### src/rtl/inb_win_pkg.sv
package inb_win_pkg;
  localparam int ADDR_W       = 32;
  localparam int PAGE_BITS    = 12;
  localparam int HI_W         = ADDR_W - PAGE_BITS;
  localparam int NUM_WIN      = 2;
  localparam int REGS_PER_WIN = 3;
  localparam int REG_AW       = 3;
  localparam int WIN_IDX_W    = $clog2(NUM_WIN + 1);
  localparam logic [REG_AW-1:0] CTRL_IDX = '0;

  // Configuration handed from the control side to the datapath.
  typedef struct packed {
    logic [NUM_WIN-1:0]           winOn;
    logic [NUM_WIN-1:0][HI_W-1:0] mask;
    logic [NUM_WIN-1:0][HI_W-1:0] lbase;
    logic [NUM_WIN-1:0][HI_W-1:0] bar;
  } cfgBus_t;

  // Keep only the leading run of ones: the nearest legal size not smaller.
  function automatic logic [HI_W-1:0] normMask(input logic [HI_W-1:0] raw);
    logic [HI_W-1:0] res;
    logic run;
    run = 1'b1;
    for (int i = HI_W - 1; i >= 0; i--) begin
      run    = run & raw[i];
      res[i] = run;
    end
    return res;
  endfunction
endpackage

### src/rtl/inb_win_ctrl.sv
module inb_win_ctrl
  import inb_win_pkg::*;
(
  input  logic                clk,
  input  logic                rstN,
  input  logic                regWrEn,
  input  logic                regWrHost,
  input  logic [REG_AW-1:0]   regAddr,
  input  logic [ADDR_W-1:0]   regWrData,
  output logic [ADDR_W-1:0]   regRdData,
  output cfgBus_t             cfg
);
  logic memEn, win2En, hostCfgEn;
  logic [NUM_WIN-1:0][HI_W-1:0] maskR, lbaseR, barR;
  logic barWrOk;

  assign barWrOk = !regWrHost || hostCfgEn;

  always_ff @(posedge clk or negedge rstN) begin
    if (!rstN) begin
      memEn     <= 1'b0;
      win2En    <= 1'b0;
      hostCfgEn <= 1'b0;
    end else if (regWrEn && regAddr == CTRL_IDX) begin
      memEn     <= regWrData[0];
      win2En    <= regWrData[1];
      hostCfgEn <= regWrData[2];
    end
  end

  for (genvar w = 0; w < NUM_WIN; w++) begin : g_win
    localparam logic [REG_AW-1:0] MASK_IDX = REG_AW'(1 + REGS_PER_WIN * w);
    localparam logic [REG_AW-1:0] LB_IDX   = REG_AW'(2 + REGS_PER_WIN * w);
    localparam logic [REG_AW-1:0] BAR_IDX  = REG_AW'(3 + REGS_PER_WIN * w);

    always_ff @(posedge clk or negedge rstN) begin
      if (!rstN) begin
        maskR[w]  <= '1;
        lbaseR[w] <= '0;
        barR[w]   <= '0;
      end else if (regWrEn) begin
        if (regAddr == MASK_IDX) maskR[w]  <= normMask(regWrData[ADDR_W-1:PAGE_BITS]);
        if (regAddr == LB_IDX)   lbaseR[w] <= regWrData[ADDR_W-1:PAGE_BITS];
        if (regAddr == BAR_IDX && barWrOk) barR[w] <= regWrData[ADDR_W-1:PAGE_BITS];
      end
    end

    // refused host write leaves the base untouched
    a_r5_host_bar_hold: assert property (@(posedge clk) disable iff (!rstN)
      (regWrEn && regWrHost && !hostCfgEn && regAddr == BAR_IDX) |=> $stable(barR[w]));

    // stored mask is always a contiguous high-order run of ones
    a_r3_mask_contig: assert property (@(posedge clk) disable iff (!rstN)
      ((~maskR[w]) & ((~maskR[w]) + HI_W'(1))) == '0);
  end

  always_comb begin
    regRdData = '0;
    if (regAddr == CTRL_IDX) regRdData[2:0] = {hostCfgEn, win2En, memEn};
    for (int w = 0; w < NUM_WIN; w++) begin
      if (regAddr == REG_AW'(1 + REGS_PER_WIN * w)) regRdData = {maskR[w], PAGE_BITS'(0)};
      if (regAddr == REG_AW'(2 + REGS_PER_WIN * w)) regRdData = {lbaseR[w], PAGE_BITS'(0)};
      if (regAddr == REG_AW'(3 + REGS_PER_WIN * w)) regRdData = {barR[w] & maskR[w], PAGE_BITS'(0)};
    end
  end

  always_comb begin
    for (int w = 0; w < NUM_WIN; w++)
      cfg.winOn[w] = memEn && ((w == 0) || win2En);
    cfg.mask  = maskR;
    cfg.lbase = lbaseR;
    cfg.bar   = barR;
  end
endmodule

### src/rtl/inb_win_dp.sv
module inb_win_dp
  import inb_win_pkg::*;
(
  input  logic                 clk,
  input  logic                 rstN,
  input  logic                 inValid,
  input  logic [ADDR_W-1:0]    inAddr,
  input  cfgBus_t              cfg,
  output logic                 outValid,
  output logic                 hit,
  output logic [WIN_IDX_W-1:0] hitWin,
  output logic [ADDR_W-1:0]    xlAddr
);
  logic [NUM_WIN-1:0]           hitVec;
  logic [NUM_WIN-1:0][HI_W-1:0] xlHi;
  logic                         selHit;
  logic [WIN_IDX_W-1:0]         selIdx;
  logic [ADDR_W-1:0]            selAddr;

  for (genvar w = 0; w < NUM_WIN; w++) begin : g_cmp
    assign hitVec[w] = cfg.winOn[w] &&
      (((inAddr[ADDR_W-1:PAGE_BITS] ^ cfg.bar[w]) & cfg.mask[w]) == '0);
    assign xlHi[w] = (cfg.lbase[w] & cfg.mask[w]) |
                     (inAddr[ADDR_W-1:PAGE_BITS] & ~cfg.mask[w]);
  end

  // Descending scan: the lowest-numbered window is applied last and wins.
  always_comb begin
    selHit  = 1'b0;
    selIdx  = '0;
    selAddr = '0;
    for (int w = NUM_WIN - 1; w >= 0; w--) begin
      if (hitVec[w]) begin
        selHit  = 1'b1;
        selIdx  = WIN_IDX_W'(w + 1);
        selAddr = {xlHi[w], inAddr[PAGE_BITS-1:0]};
      end
    end
  end

  always_ff @(posedge clk or negedge rstN) begin
    if (!rstN) begin
      outValid <= 1'b0;
      hit      <= 1'b0;
      hitWin   <= '0;
      xlAddr   <= '0;
    end else begin
      outValid <= inValid;
      hit      <= inValid && selHit;
      hitWin   <= inValid ? selIdx : '0;
      xlAddr   <= (inValid && selHit) ? selAddr : '0;
    end
  end

  // result follows a valid input by one clock
  a_r9_valid_follow: assert property (@(posedge clk) disable iff (!rstN)
    inValid |=> outValid);
  a_r9_idle_quiet: assert property (@(posedge clk) disable iff (!rstN)
    !inValid |=> (!outValid && !hit));
  // index 0 never reported with a hit; misses are clean
  a_r11_idx_on_hit: assert property (@(posedge clk) disable iff (!rstN)
    hit |-> (hitWin != '0));
  a_r11_miss_clean: assert property (@(posedge clk) disable iff (!rstN)
    !hit |-> (hitWin == '0 && xlAddr == '0));
  // memory enable off blocks every window
  a_r6_mem_gate: assert property (@(posedge clk) disable iff (!rstN)
    (inValid && !cfg.winOn[0]) |=> !hit);
  // page offset passes straight through
  a_r7_offset_pass: assert property (@(posedge clk) disable iff (!rstN)
    hit |-> (xlAddr[PAGE_BITS-1:0] == $past(inAddr[PAGE_BITS-1:0])));
endmodule

### src/rtl/inb_win_xlate.sv
module inb_win_xlate
  import inb_win_pkg::*;
(
  input  logic                 clk,
  input  logic                 rstN,
  input  logic                 regWrEn,
  input  logic                 regWrHost,
  input  logic [REG_AW-1:0]    regAddr,
  input  logic [ADDR_W-1:0]    regWrData,
  output logic [ADDR_W-1:0]    regRdData,
  input  logic                 inValid,
  input  logic [ADDR_W-1:0]    inAddr,
  output logic                 outValid,
  output logic                 hit,
  output logic [WIN_IDX_W-1:0] hitWin,
  output logic [ADDR_W-1:0]    xlAddr
);
  cfgBus_t cfgBus;

  inb_win_ctrl u_ctrl (
    .clk       (clk),
    .rstN      (rstN),
    .regWrEn   (regWrEn),
    .regWrHost (regWrHost),
    .regAddr   (regAddr),
    .regWrData (regWrData),
    .regRdData (regRdData),
    .cfg       (cfgBus)
  );

  inb_win_dp u_dp (
    .clk      (clk),
    .rstN     (rstN),
    .inValid  (inValid),
    .inAddr   (inAddr),
    .cfg      (cfgBus),
    .outValid (outValid),
    .hit      (hit),
    .hitWin   (hitWin),
    .xlAddr   (xlAddr)
  );
endmodule

### config.mk
export PLATFORM = sky130hd
export DESIGN_NAME = inb_win_xlate
export DESIGN_NICKNAME = d
export VERILOG_FILES = /design/src/rtl/inb_win_pkg.sv /design/src/rtl/inb_win_ctrl.sv /design/src/rtl/inb_win_dp.sv /design/src/rtl/inb_win_xlate.sv
export SDC_FILE = /design/constraint.sdc
export NUM_CORES = 1
export LEC_CHECK = 0
export ABC_AREA = 0
export BUFFER_PORTS_ARGS = -buffer_cell sky130_fd_sc_hd__buf_4
export CORE_ASPECT_RATIO = 1.25
export CORE_UTILIZATION = 57
export DETAILED_ROUTE_END_ITERATION = 8
export PLACE_DENSITY = 0.81
export SLEW_MARGIN = 20
export SYNTH_ARGS = -nofsm -noshare
export SYNTH_HDL_FRONTEND = slang
export SYNTH_SLANG_ARGS = --single-unit
### constraint.sdc
create_clock -name clk -period 2.2 [get_ports clk]
set_input_delay 0.11 -clock clk [delete_from_list [all_inputs] [get_ports clk]]
set_output_delay 0.11 -clock clk [all_outputs]
set_load 0.005 [all_outputs]
==> results by group <==
Run status
  – Status: complete, no violations

Clocking
  – Hold bufs inserted after CTS: 36
  – Worst-Skew Late Latency: 0.44 ns
  – Setup bufs post-CTS: 0
  – Clk buf depth: 2
  – TritonCTS buffer count: 17
  – Root Buffer: clkbuf_16
  – Clk sink count: 159
  – CTS resizes: 0
  – CTS tree: done
  – CTS H-Tree Depth: 4
  – Reg clk slew, reported paths: 0.07 ns

Power
  – Clock Power Share: 34.5%
  – Pleak: 4.54 nW
  – Switching share of power: 29.6%
  – Sequential fraction of design power: 43.1%
  – Peak VDD IR: 0.000628 V
  – Pwr Density: 848 mW/mm^2
  – Comb power frac: 22.3%
  – Pwr Total: 8.86 mW
  – Psw: 2.62 mW
  – Pint: 6.23 mW

Logic synthesis
  – Flop and latch count out of synthesis: 159
  – Part of the Yosys area used for sequential elements: 48.6%
  – Mapped Cells: 813
  – Synthesis Warnings: 0
  – Number of flops mapped to enable cells by yosys: 0
  – Mapped cell area: 0.00828 sq mm
  – Synth area leaders: dfrtp_1 (36%), dfstp_2 (13%), mux2_2 (11%)
  – Cell accounting for the most synthesized area: dfrtp_1
  – Mean Syn Cell Area: 10.2 sq um
  – Area fraction of the dominant cell type after synthesis: 36.0%
  – Synth Flop Type: dfrtp_1
  – FFs w/ async S/R, synth: 100%
  – Unique masters post-synth: 44

Setup path
  – Worst setup EP type: flop
  – Buf/Inv on CP: 2
  – Crit Path Class: flop to flop
  – CP Max Fanout: 21
  – Crit-path max cell delay: 0.40 ns
  – CP max-delay cell: dfrtp_1
  – Delay-heaviest family, CP: buffers and inverters
  – CP cell instances: xor2_1 > a22o_1 > a221oi_2 > buf_4 > nand4_1 > buf_4 > nor3b_1
  – WP data required: 2.54 ns
  – Arr. time, crit path: 2.41 ns
  – Most used cell along the critical path: buf_4
  – Setup crit start kind: flop

Timing
  – Skew final: 0.00878 ns
  – Final Setup Violations: 0
  – Tmin final: 2.07 ns
  – Slew headroom: 53.8%
  – RSZ-0062 raised after global routing: no
  – Setup TNS: 0 ns
  – Final hold vios: 0
  – Fmax achieved: 483 MHz
  – Tcrit/Tclk final: 94.1%
  – Max-slew violations: 0
  – Tightest Pin Transition: 0.693 ns

Route
  – Remaining DRCs: 0
  – Post-DR vias/cell: 6.40
  – DR WL/cell: 22.5 um
  – Vias: 7410
  – DRT antenna net count: 0
  – Initial DRC Count: 716
  – Total wire length: 26000 um
  – First-pass DRT Iterations: 6

Global routing
  – First-pass GRT wire length: 40400 um
  – Vias in the first global route: 7333
  – Initial antenna violation count: 0
  – GRT Total Usage: 36.9%
  – Largest net degree at the start of global routing: 69
  – Grt total ovfl: 0

Floorplanning
  – Starting Density: 59.2%
  – Die Wd: 110 um
  – Row cnt: 48
  – Io pins: 140
  – Core area: 0.0140 sq mm
  – Die H: 137 um
  – Die area: 0.0150 sq mm

Place
  – GP Congestion: 0.932
  – Post-DP HPWL: 17300 um
  – Area after DPL: 0.00949 sq mm
  – Port Buffer Count: 121

Run
  – Max_cap viols: 0

Cells and area
  – Layout cells sized above 1: 33.2%
  – Most common cell after layout, fill and taps aside: buf_4
  – Commonest cells after routing, fill and taps aside: buf_4 (154), nand2_1 (124), dfrtp_1 (119), mux2_2 (82), a21oi_1 (54)
  – Synth-to-Final Area Change: 26.1%
  – Design area: 0.0104 sq mm
  – # diodes: 0
  – Nets: 1042

Hold path
  – Hold WC Path Type: primary input to flop
-- cells in the mapped netlist (9+ instances only) --
cell type and number:
buf_4 10, dfrtp_1 119, a22oi_1 14, o21ai_1 10
o21ai_0 47, mux2_2 82, mux2i_1 34, a32oi_1 20
dfstp_2 40, a211oi_1 20, inv_1 26, nand2b_1 21
a21oi_1 54, nand3_1 9, nand4_1 20, clkbuf_1 46
xor2_1 40, nand2_1 124, nor3_1 17
-- tightest hold or removal path: stages --
cell and delay [ns]:
buf_4 0.11, mux2_2 0.14, nand2_1 0.04, mux2i_1 0.11
-- cells by family after synthesis --
logic type / Yosys count / share of synthesized area (%)
xor+xnor: 40 / 4.23
mux: 116 / 15.3
other cells: 1 / 0.0453
flops: 159 / 48.6
compound gates: 178 / 13.3
buf+inv: 91 / 4.92
simple gates: 228 / 13.6
-- layout make-up --
| type | count | area (sq um) |
|---|---|---|
| Clock buffer | 21 | 460 |
| Tap cell | 175 | 219 |
| Sequential cell | 159 | 4030 |
| Inverter | 26 | 97.6 |
| Timing Repair Buffer | 195 | 1610 |
| Multi-Input combinational cell | 571 | 3890 |
| Fill cell | 960 | 3550 |
| Clock inverter | 11 | 139 |
-- per-layer routing --
layer,global-route usage (%),part of all wire [%],vias to the layer above
li1,-,-,3206
met2,58.6,48,426
met4,20.6,5.2,0
met5,0,0,-
met3,7.95,8.6,100
met1,46.5,38,3678
-- sequential cells by signal, indices dropped and copies added (netlist names) --
signal            count
u_dp.outValid         1
u_ctrl.cfg          120
u_ctrl.memEn          1
u_ctrl.win2En         1
u_dp.hitWin           2
u_dp.xlAddr          32
u_ctrl.hostCfgEn      1
u_dp.hit              1
-- stage by stage --
step                      worst slack, ns  cells  utilization (%)  hold slack (ns)
after floorplan                     0.264    821                -           -0.186
after global placement              0.253   1090             67.8            0.172
after detailed placement            0.244   1090             67.8            0.175
after CTS                           0.138   1158             74.7            0.110
after global routing               0.0564   1158             74.7            0.134
final                               0.129   1158             74.7            0.120
-- power groups by stage --
stage / logic (mW) / registers [mW] / clock network (mW)
after floorplan: 1.13 / 3.75 / 0
after global placement: 1.83 / 3.83 / 0
after detailed placement: 1.88 / 3.85 / 0
after CTS: 1.95 / 3.81 / 3.04
after global routing: 2.14 / 3.88 / 3.17
final: 1.98 / 3.82 / 3.06
-- final timing paths --
path	from	end	slack, ns	depth (start not counted)
setup / recovery	u_ctrl.cfg[22]	u_dp.hitWin[1]	0.13	7
hold / removal	inAddr[13]	u_dp.xlAddr[13]	0.12	4
setup reg to reg	u_ctrl.cfg[22]	u_dp.hitWin[1]	0.13	7
hold reg to reg	u_ctrl.cfg[80]	u_ctrl.cfg[80]	0.49	2
max in group asynchronous	rstN	u_ctrl.cfg[82]	1.16	3
min in group asynchronous	rstN	u_ctrl.cfg[49]	0.26	2
(Power assumes the default switching activity.)
